--- config.mk ---
export PLATFORM = sky130hd
export DESIGN_NAME = dual_half_timer
export DESIGN_NICKNAME = d
export VERILOG_FILES = /design/src/rtl/dht_pkg.sv /design/src/rtl/dht_regs.sv /design/src/rtl/dht_half.sv /design/src/rtl/dht_irq.sv /design/src/rtl/dual_half_timer.sv
export SDC_FILE = /design/constraint.sdc
export NUM_CORES = 1
export LEC_CHECK = 0
export ABC_AREA = 1
export ABC_CLOCK_PERIOD_IN_PS = 4650
export BUFFER_PORTS_ARGS = -buffer_cell sky130_fd_sc_hd__buf_4
export CAP_MARGIN = 20
export CORE_MARGIN = 2
export CORE_UTILIZATION = 30
export CTS_BUF_LIST = sky130_fd_sc_hd__clkbuf_4
export CTS_CLUSTER_SIZE = 30
export DETAILED_ROUTE_END_ITERATION = 10
export PLACE_DENSITY = 0.5
export SLEW_MARGIN = 0
export SYNTH_ARGS = -nofsm -noshare
export SYNTH_HDL_FRONTEND = slang
export SYNTH_SLANG_ARGS = --single-unit
--- constraint.sdc ---
create_clock -name clk -period 4.65 [get_ports clk]
set_input_delay 0.93 -clock clk [delete_from_list [all_inputs] [get_ports clk]]
set_output_delay 0.93 -clock clk [all_outputs]
set_load 0.05 [all_outputs]
--- src/rtl/dht_pkg.sv ---
package dht_pkg;
    localparam int DW = 32;
    localparam int AW = 6;
    localparam int HW = 16;
    localparam int PW = 8;
    localparam int NH = 2;
    localparam int SW = 16;

    localparam int OFF_CTRL   = 'h00;
    localparam int OFF_CFG    = 'h04;
    localparam int OFF_MODE0  = 'h08;
    localparam int OFF_LOAD0  = 'h10;
    localparam int OFF_MATCH0 = 'h18;
    localparam int OFF_PRE0   = 'h20;
    localparam int OFF_MASK   = 'h28;
    localparam int OFF_RAW    = 'h2C;
    localparam int OFF_MSTAT  = 'h30;
    localparam int OFF_CLEAR  = 'h34;
    localparam int OFF_VAL0   = 'h38;

    localparam int MW = 6;
    localparam int MD_UP  = 4;
    localparam int MD_MIE = 5;
    localparam logic [3:0] MD_PERIODIC = 4'h2;

    typedef enum logic {HS_IDLE, HS_RUN} half_st_t;

    function automatic int match_bit(input int h);
        return (h == 0) ? 4 : 11;
    endfunction
endpackage

--- src/rtl/dht_regs.sv ---
module dht_regs
    import dht_pkg::*;
(
    input  logic                   clk,
    input  logic                   rst_n,
    input  logic                   bus_sel,
    input  logic                   bus_we,
    input  logic [AW-1:0]          bus_addr,
    input  logic [DW-1:0]          bus_wdata,
    output logic [DW-1:0]          bus_rdata,
    output logic [NH-1:0]          en,
    output logic                   split,
    output logic [NH-1:0][MW-1:0]  mode,
    output logic [NH-1:0][DW-1:0]  load,
    output logic [NH-1:0][DW-1:0]  match,
    output logic [NH-1:0][PW-1:0]  pre,
    output logic [SW-1:0]          mask,
    output logic [NH-1:0]          load_wr,
    output logic                   clr_wr,
    input  logic [SW-1:0]          raw,
    input  logic [SW-1:0]          mstat,
    input  logic [NH-1:0][DW-1:0]  value
);
    localparam logic [DW-1:0] HALF_ONES = {{(DW-HW){1'b0}}, {HW{1'b1}}};

    logic wr;
    int   ai;

    assign wr = bus_sel && bus_we;
    assign ai = int'(bus_addr);

    function automatic logic [DW-1:0] keep(input int h, input logic [DW-1:0] x);
        return (h == 0) ? x : {{(DW-HW){1'b0}}, x[HW-1:0]};
    endfunction

    always_ff @(posedge clk) begin
        if (!rst_n) begin
            en    <= '0;
            split <= 1'b0;
            mask  <= '0;
            for (int h = 0; h < NH; h++) begin
                mode[h]  <= '0;
                load[h]  <= (h == 0) ? '1 : HALF_ONES;
                match[h] <= '0;
                pre[h]   <= '0;
            end
        end else if (wr) begin
            if (ai == OFF_CTRL) begin
                for (int h = 0; h < NH; h++) en[h] <= bus_wdata[h*8];
            end
            if (ai == OFF_CFG)  split <= bus_wdata[0];
            if (ai == OFF_MASK) mask  <= bus_wdata[SW-1:0];
            for (int h = 0; h < NH; h++) begin
                if (ai == OFF_MODE0 + 4*h)  mode[h]  <= bus_wdata[MW-1:0];
                if (ai == OFF_LOAD0 + 4*h)  load[h]  <= keep(h, bus_wdata);
                if (ai == OFF_MATCH0 + 4*h) match[h] <= keep(h, bus_wdata);
                if (ai == OFF_PRE0 + 4*h)   pre[h]   <= bus_wdata[PW-1:0];
            end
        end
    end

    always_comb begin
        clr_wr = wr && (ai == OFF_CLEAR);
        for (int h = 0; h < NH; h++) load_wr[h] = wr && (ai == OFF_LOAD0 + 4*h);
    end

    always_comb begin
        bus_rdata = '0;
        case (ai)
            OFF_CTRL:  for (int h = 0; h < NH; h++) bus_rdata[h*8] = en[h];
            OFF_CFG:   bus_rdata = {{(DW-1){1'b0}}, split};
            OFF_MASK:  bus_rdata = {{(DW-SW){1'b0}}, mask};
            OFF_RAW:   bus_rdata = {{(DW-SW){1'b0}}, raw};
            OFF_MSTAT: bus_rdata = {{(DW-SW){1'b0}}, mstat};
            default:   bus_rdata = '0;
        endcase
        for (int h = 0; h < NH; h++) begin
            if (ai == OFF_MODE0 + 4*h)  bus_rdata = {{(DW-MW){1'b0}}, mode[h]};
            if (ai == OFF_LOAD0 + 4*h)  bus_rdata = load[h];
            if (ai == OFF_MATCH0 + 4*h) bus_rdata = match[h];
            if (ai == OFF_PRE0 + 4*h)   bus_rdata = {{(DW-PW){1'b0}}, pre[h]};
            if (ai == OFF_VAL0 + 4*h)   bus_rdata = value[h];
        end
    end
endmodule

--- src/rtl/dht_half.sv ---
module dht_half
    import dht_pkg::*;
#(
    parameter bit WIDE_OK = 1'b1
)
(
    input  logic          clk,
    input  logic          rst_n,
    input  logic          en,
    input  logic          split,
    input  logic [MW-1:0] mode,
    input  logic [DW-1:0] load,
    input  logic [DW-1:0] match,
    input  logic [PW-1:0] pre,
    input  logic          load_wr,
    input  logic [DW-1:0] load_data,
    output logic [DW-1:0] value,
    output logic          hit
);
    half_st_t      state_q, state_d;
    logic [DW-1:0] cnt_q, cur, lim, nxt;
    logic [PW-1:0] pre_q, pre_d;
    logic          wide, go, tick;

    function automatic logic [DW-1:0] fit(input logic [DW-1:0] x, input logic w);
        return w ? x : {{(DW-HW){1'b0}}, x[HW-1:0]};
    endfunction

    assign wide = WIDE_OK && !split;
    assign go   = en && (mode[3:0] == MD_PERIODIC) && (split || WIDE_OK);

    // Transitions: START (idle->run on go), STOP (run->idle when go drops)
    always_comb begin
        state_d = state_q;
        unique case (state_q)
            HS_IDLE: if (go)  state_d = HS_RUN;
            HS_RUN:  if (!go) state_d = HS_IDLE;
        endcase
    end

    always_ff @(posedge clk) begin
        if (!rst_n) state_q <= HS_IDLE;
        else        state_q <= state_d;
    end

    always_comb begin
        cur   = fit(cnt_q, wide);
        lim   = fit(load, wide);
        tick  = 1'b0;
        pre_d = pre_q;
        nxt   = cur;
        unique case (state_q)
            HS_IDLE: pre_d = '0;
            HS_RUN: begin
                if (wide || (pre_q >= pre)) begin
                    tick  = 1'b1;
                    pre_d = '0;
                end else begin
                    pre_d = pre_q + PW'(1);
                end
                if (mode[MD_UP]) nxt = (cur >= lim) ? '0 : cur + DW'(1);
                else             nxt = (cur == '0)  ? lim : cur - DW'(1);
            end
        endcase
        hit = tick && mode[MD_MIE] && (nxt == fit(match, wide));
    end

    always_ff @(posedge clk) begin
        if (!rst_n) begin
            cnt_q <= '0;
            pre_q <= '0;
        end else begin
            pre_q <= pre_d;
            if (load_wr && !en) cnt_q <= fit(load_data, wide);
            else if (tick)      cnt_q <= nxt;
        end
    end

    assign value = fit(cnt_q, wide);

    AST_IDLE_HOLD: assert property (@(posedge clk) disable iff (!rst_n)
        (state_q == HS_IDLE && !load_wr) |=> $stable(cnt_q));
    AST_HALT_WHEN_OFF: assert property (@(posedge clk) disable iff (!rst_n)
        !go |=> (state_q == HS_IDLE));
endmodule

--- src/rtl/dht_irq.sv ---
module dht_irq
    import dht_pkg::*;
(
    input  logic          clk,
    input  logic          rst_n,
    input  logic [NH-1:0] set,
    input  logic          clr_wr,
    input  logic [SW-1:0] clr_data,
    input  logic [SW-1:0] mask,
    output logic [SW-1:0] raw,
    output logic [SW-1:0] mstat,
    output logic [NH-1:0] irq
);
    logic [NH-1:0] flag_q;

    always_ff @(posedge clk) begin
        if (!rst_n) begin
            flag_q <= '0;
        end else begin
            for (int h = 0; h < NH; h++) begin
                if (set[h])                                flag_q[h] <= 1'b1;
                else if (clr_wr && clr_data[match_bit(h)]) flag_q[h] <= 1'b0;
            end
        end
    end

    always_comb begin
        raw = '0;
        for (int h = 0; h < NH; h++) raw[match_bit(h)] = flag_q[h];
        mstat = raw & mask;
    end

    for (genvar g = 0; g < NH; g++) begin : g_lane
        localparam int MB = match_bit(g);
        assign irq[g] = |mstat[g*8 +: 8];

        AST_SET_WINS: assert property (@(posedge clk) disable iff (!rst_n)
            set[g] |=> raw[MB]);
        AST_CLEAR_WORKS: assert property (@(posedge clk) disable iff (!rst_n)
            (clr_wr && clr_data[MB] && !set[g]) |=> !raw[MB]);
    end
endmodule

--- src/rtl/dual_half_timer.sv ---
module dual_half_timer
    import dht_pkg::*;
(
    input  logic          clk,
    input  logic          rst_n,
    input  logic          bus_sel,
    input  logic          bus_we,
    input  logic [AW-1:0] bus_addr,
    input  logic [DW-1:0] bus_wdata,
    output logic [DW-1:0] bus_rdata,
    output logic          irq_a,
    output logic          irq_b
);
    logic [NH-1:0]          en, load_wr, hit, irq;
    logic                   split, clr_wr;
    logic [NH-1:0][MW-1:0]  mode;
    logic [NH-1:0][DW-1:0]  load, match, value;
    logic [NH-1:0][PW-1:0]  pre;
    logic [SW-1:0]          mask, raw, mstat;

    dht_regs u_regs (
        .clk(clk), .rst_n(rst_n), .bus_sel(bus_sel), .bus_we(bus_we),
        .bus_addr(bus_addr), .bus_wdata(bus_wdata), .bus_rdata(bus_rdata),
        .en(en), .split(split), .mode(mode), .load(load), .match(match),
        .pre(pre), .mask(mask), .load_wr(load_wr), .clr_wr(clr_wr),
        .raw(raw), .mstat(mstat), .value(value)
    );

    for (genvar g = 0; g < NH; g++) begin : g_half
        dht_half #(.WIDE_OK(g == 0)) u_half (
            .clk(clk), .rst_n(rst_n), .en(en[g]), .split(split),
            .mode(mode[g]), .load(load[g]), .match(match[g]), .pre(pre[g]),
            .load_wr(load_wr[g]), .load_data(bus_wdata),
            .value(value[g]), .hit(hit[g])
        );
    end

    dht_irq u_irq (
        .clk(clk), .rst_n(rst_n), .set(hit), .clr_wr(clr_wr),
        .clr_data(bus_wdata[SW-1:0]), .mask(mask),
        .raw(raw), .mstat(mstat), .irq(irq)
    );

    assign irq_a = irq[0];
    assign irq_b = irq[1];

    AST_IRQ_MASKED: assert property (@(posedge clk) disable iff (!rst_n)
        irq_a |-> (mask[4] && raw[4]));
endmodule

* After elaboration in Yosys (flattened, before gate mapping)
Cells that the tools add are included.
** Storage, ports and cells
- Word-level logic and storage cells :: 137
- Memory bits (writable) :: 0
- Flip-flop bits (word level) :: 211
- Bits in read-only memories :: 0
- Input bits :: 42
- Memories kept :: 0
- Latch bits :: 0
- Output and inout port bits :: 34
** Operators by class
- Mux-type cells :: 44
- Shift operators :: 0
- Bitwise gates (word level) :: 3
- $lt $le $gt $ge :: 4
- Equality and inequality tests :: 21
- Multiply operators :: 0
- Div/mod/pow operators :: 0
- Add/subtract/negate cells :: 6
- Reduce and logical (&&, ||, !) cells :: 40
** Operators with widths (count)
- $mux 32 :: 23
- $logic_not 32->1 :: 4
- $eq 6x6->1 const B :: 10
- $mux 16 :: 3
- $pmux 7 s3 :: 2
- $add 32x1->32 const B :: 1
- $eq 32x16->1 :: 1
- $eq 32x32->1 :: 1
- $ge 32x32->1 :: 1
- $pmux 8 s2 :: 2
- $sub 32x1->32 const B :: 1
- $reduce_and 2->1 :: 11
- $eq 6x5->1 const B :: 3
- $add 16x1->17 const B :: 1
- $sub 16x1->17 const B :: 1
- $add 8x1->8 const B :: 2
- $and 12x16->16 :: 1
- $ge 16x16->1 :: 1
- $ge 8x8->1 :: 2
- $mux 8 :: 2
- $reduce_or 8->1 :: 2
- $logic_and 1x1->1 :: 15
- $eq 6x3->1 const B :: 2
- $eq 6x4->1 const B :: 2
- 8 further kinds :: 24

* Longest topological paths before layout
- Word-level depth :: 12
- Mapped depth :: 27
- Depth with buffers taken out :: 25

* Modules after synthesis
Synthesis repeated with hierarchy kept, for this count alone.
** Unflattened totals
- Cell total of the unflattened synthesis :: 3066
- Area total of the unflattened synthesis :: 18280.0 um^2
** Modules (own cells, without submodules)
- dht_half at g_half[0].u_half :: times used 1, area each 7114.3 um^2, sequential area each 820.8 um^2, cells an instance 1306
- dht_regs :: times used 1, area each 7070.5 um^2, sequential area each 2862.7 um^2, cells an instance 1048
- dht_half at g_half[1].u_half :: times used 1, area each 3767.4 um^2, sequential area each 500.5 um^2, cells an instance 666
- dht_irq :: times used 1, area each 327.8 um^2, sequential area each 40.0 um^2, cells an instance 46

* Worst setup path after synthesis
No wires, ideal clock.
- Path type :: in2out
- Start :: in bus_addr[1]
- End :: out bus_rdata[11]
- Slack :: 803 ps
- Arrival :: 2917 ps
- Cell stages on the path :: 8
- Data required time :: 3720 ps
- Buffers on the path :: 1
- Path through :: nor2_1 > inv_1 > nor2_1 > inv_1 > nor2_1 > inv_1 > clkbuf_1 > o21ai_0
** On the way
- Word-level cells in the longest chain between the ends :: 12
- Elaborated cells on any way between the ends :: 24
- Those cells by class :: eq/ne (13); mux (11)
** RTL lines
- start: declaration :: line dual_half_timer.sv:8 : input logic [AW-1:0] bus_addr,
- $eq 6x6->1 :: line dht_regs.sv:69 : case (ai)
- $pmux 7 s3 :: line dht_regs.sv:69
- $mux 16 :: line dht_regs.sv:78 : if (ai == OFF_MODE0 + 4*h) bus_rdata = {{(DW-MW){1'b0}}, mode[h]};
- $mux 32 :: line dht_regs.sv:79 : if (ai == OFF_LOAD0 + 4*h) bus_rdata = load[h];
- $mux 32 :: line dht_regs.sv:80 : if (ai == OFF_MATCH0 + 4*h) bus_rdata = match[h];
- $mux 32 :: line dht_regs.sv:81 : if (ai == OFF_PRE0 + 4*h) bus_rdata = {{(DW-PW){1'b0}}, pre[h]};
- $mux 32 :: line dht_regs.sv:82 : if (ai == OFF_VAL0 + 4*h) bus_rdata = value[h];
- $mux 32 :: line dht_regs.sv:78
- $mux 32 :: line dht_regs.sv:79
- $mux 32 :: line dht_regs.sv:80
- $mux 32 :: line dht_regs.sv:81
- $mux 32 * :: line dht_regs.sv:82
- end: declaration :: line dual_half_timer.sv:10 : output logic [DW-1:0] bus_rdata,
Mark *: on every way between the ends. The rest lies on a longest branch, timed or not.

* Worst setup path after layout
- Start :: in bus_addr[2]
- End :: out bus_rdata[0]
** On the way
- Word-level cells in the longest chain between the ends :: 12
- Elaborated cells on any way between the ends :: 25
- Those cells by class :: eq/ne (13); mux (11); reduce/logical (1)
** RTL lines (line)
- $logic_not 32->1 (tied with other cells) :: dht_regs.sv:69
- $pmux 1 s4 :: dht_regs.sv:69
- $mux 16 :: dht_regs.sv:78
- $mux 32 :: dht_regs.sv:79
- $mux 32 :: dht_regs.sv:80
- $mux 32 :: dht_regs.sv:81
- $mux 32 :: dht_regs.sv:82
- $mux 32 :: dht_regs.sv:78
- $mux 32 :: dht_regs.sv:79
- $mux 32 :: dht_regs.sv:80
- $mux 32 :: dht_regs.sv:81
- $mux 32 * :: dht_regs.sv:82
Marks and branches as above.

==> metrics.cfg <==
[cts]
cts_tree = done
cts_max_level = 3
cts.clk_slew.worst_paths_ns = 0.06
numCtsBuffers = 67
postCtsSetupBuffers = 0
insertion_delay_ns = 0.83
cts_sinks = 211
hold_buffers = 0
clk_path_buf_depth = 3
cts-root-buf = clkbuf_4
post_cts_resized = 0

[floorplan]
ios = 76
die_height_um = 237
die_x_um = 237
core_area_um2 = 53800
start_util_pct = 30.3
die_area_um2 = 56200
rows = 85

[critical_path]
cp-startpoint = bus_addr[2]
endpoint = bus_rdata[0]
r2r_slack_ns = 0.78
worstRegToRegCells = 23
path_class = input pin to output pin
critPathArrivalTime_ns = 3.47
cp.required_ns = 3.72
worst_setup_path_end_kind = output pin
r2r-start = u_regs.split$_SDFFE_PN0P_
path_max_fanout = 17
worstSetupStartpointType = input pin
timing.rr.end = u_irq.flag_q[0]$_SDFFE_PN0P_

[power_and_ir_drop]
power-per-cell-area_nw_per_um2 = 226
p_sw_w = 0.00120
internal_power_w = 0.00298
p_comb_share_pct = 8.0
p_leak_nw = 8.94
swShare_pct = 28.7
clockPowerShare_pct = 48.4
vdd_ir_drop_max_uv = 114
power_frac_seq_pct = 43.6

[place]
io_buffers = 75
gp_congestion = 0.982
dp_worst_setup_slack_ns = 0.171
place_hpwl_um = 54900

[synth]
synthArstFlopShare_pct = 0
synthSimpleGateAreaFrac_pct = 33.1
syn_area_per_cell_um2 = 6.15
synth_warnings = 0
synth_xor_area_share_pct = 2.96
synthesis.nets = 2761
synth_area_leaders = dfxtp_1, nand2_1, nor2_1, inv_1, o21ai_0
synthFlopType = dfxtp_1
synthCells = 2648
synth_edf_count = 0
synth_top_family_by_area = simple AND/OR/NAND/NOR gates
synth_fa_ha_area_share_pct = 5.45
synth.area.mux_share_pct = 0
post_synth_num_cell_types = 56
synth_compound_area_share_pct = 21.1
yosysTopAreaCell = dfxtp_1
seq_area_frac_synth_pct = 25.9
ys_ff_latch = 211
yosysTopAreaCellShare_pct = 25.9
syn_area_um2 = 16300

[routing]
route.detailed.drc = 0
first_pass_iters = 5
drtIter0Drc = 1653
ant_nets = 0
wl_per_cell_um = 20.8
wl_um = 71900
vias_per_cell = 5.31
vias = 18400

[global_route]
first_global_vias = 17600
grt_pass1_wl_um = 109000
grtUsageTotal_pct = 25.4
grt_max_degree = 89
antenna_found_initial = 3
grt-ovfl-total = 0

[worst_hold_path]
holdPathStages = 3
worstHoldStart = bus_wdata[21]
worstHoldPathType = input pin to flop

[timing]
finalHoldViolCount = 0
fmax_ghz = 0.227
tightest_slew_ns = 1.09
max-slew-margin-rel_pct = 27.4
period_needed_ns = 4.40
rsz0062_at_grt = no
skew_ns = 0.0763
tns_ns = 0
fin_crit_sh_pct = 94.6
maxSlewViolCount = 0
setup_slack_ns = 0.250
finalSetupViolCount = 0

[final_layout]
drive_gt1_share_pct = 11.3
syn_to_final_growth_pct = 13.5
layout_common_cells = nand2_1, nor2_1, inv_1, o21ai_0, dfxtp_1
num-nets-final = 2831
n_fill_cell = 6050
final_common_cell = nand2_1

[job]
maxCapViolCount = 0

[outcome]
run_status = finished, final reports clean

## cell type report
class                           instances  area (µm²)  area share (%)
Clock inverter                         21         181           0.981
Timing Repair Buffer                  132        1030            5.58
Clock buffer                           91         683            3.70
Antenna cell                            1        2.50          0.0135
Multi-Input combinational cell       1968       10200            55.3
Sequential cell                       211        4220            22.8
Tap cell                              696         871            4.71
Inverter                              338        1280            6.92
## worst min-delay path by stage
stage | endpoint | slack (ns)
floorplan | g_half[0].u_half.state_q$_SDFF_PN0_ | 0.40
global placement | g_half[0].u_half.state_q$_SDFF_PN0_ | 0.41
detailed placement | g_half[0].u_half.state_q$_SDFF_PN0_ | 0.41
CTS | u_regs.load[21]$_SDFFE_PN1P_ | 0.30
global route | u_regs.match[20]$_SDFFE_PN0P_ | 0.35
finish | u_regs.load[21]$_SDFFE_PN1P_ | 0.37
## critical path, cell delays in order
cell and delay, ns:
buf_4 0.10, inv_1 0.05, nand3_1 0.15, nor2_1 0.06
buf_4 0.21, a22oi_1 0.33, o21ai_0 0.33, nor2_1 0.17
o221ai_1 0.13, a21oi_1 0.17, o211ai_1 0.13, a221oi_1 0.27
o211ai_1 0.18, buf_4 0.23
## synth_stat cells (10+ instances only)
cell	number
nand2_1	631
nor2_1	340
inv_1	316
o21ai_0	214
dfxtp_1	211
nand3_1	152
a21oi_1	150
o211ai_1	107
clkbuf_1	85
ha_1	71
xor2_1	51
nand4_1	47
buf_2	23
nor2_2	21
o221ai_1	20
a31oi_1	18
nor3_1	18
nand3b_1	15
a221oi_1	13
buf_1	13
inv_2	13
nand2_2	11
o21ai_1	11
o22ai_1	10
## state kept, by name, summed over array words and instances, names as in the netlist
signal / flops
u_regs.split: 1
u_regs.en: 2
u_regs.load: 48
u_regs.match: 48
g_half.u_half.pre_q: 16
u_regs.pre: 16
u_irq.flag_q: 2
g_half.u_half.state_q: 2
u_regs.mode: 12
g_half.u_half.cnt_q: 48
u_regs.mask: 16
## logic make-up (layout without fill, tap and decap cells)
logic type,count (synthesis),in the layout
AOI/OAI and AO/OA,576,576
xor gates and xnor gates,55,55
adders and majority gates,71,71
buffers and inverters,469,582
DFF,211,211
other,0,1
and+or+nand+nor,1266,1266
## layer usage
metal	wire length (µm)	vias to the layer above	global-route usage (%)
li1	-	8910	-
met1	31400	8594	32.8
met2	32500	698	40.5
met3	5000	147	5.22
met4	2960	2	12.1
met5	13	-	0
## per-stage QoR
stage	hold slack, ns	utilization [%]	area [µm²]	cells	power, W
6_report	0.372	34.4	18500	3458	0.00418
5_1_grt	0.350	34.4	18500	3458	0.00436
4_1_cts	0.301	34.3	18500	3457	0.00424
3_5_place_dp	0.405	32.7	17600	3345	0.00219
3_3_place_gp	0.408	32.7	17600	3344	0.00219
2_1_floorplan	0.396	-	16300	2648	0.00205
## power groups by stage
stage / clock, W / sequential (W) / combinational [W]
6_report: 0.00203 / 0.00182 / 0.000335
4_1_cts: 0.00209 / 0.00182 / 0.000331
5_1_grt: 0.00218 / 0.00182 / 0.000360
3_3_place_gp: 0 / 0.00186 / 0.000331
3_5_place_dp: 0 / 0.00186 / 0.000330
2_1_floorplan: 0 / 0.00186 / 0.000193
Note: power is estimated with default switching activity, not from simulation.
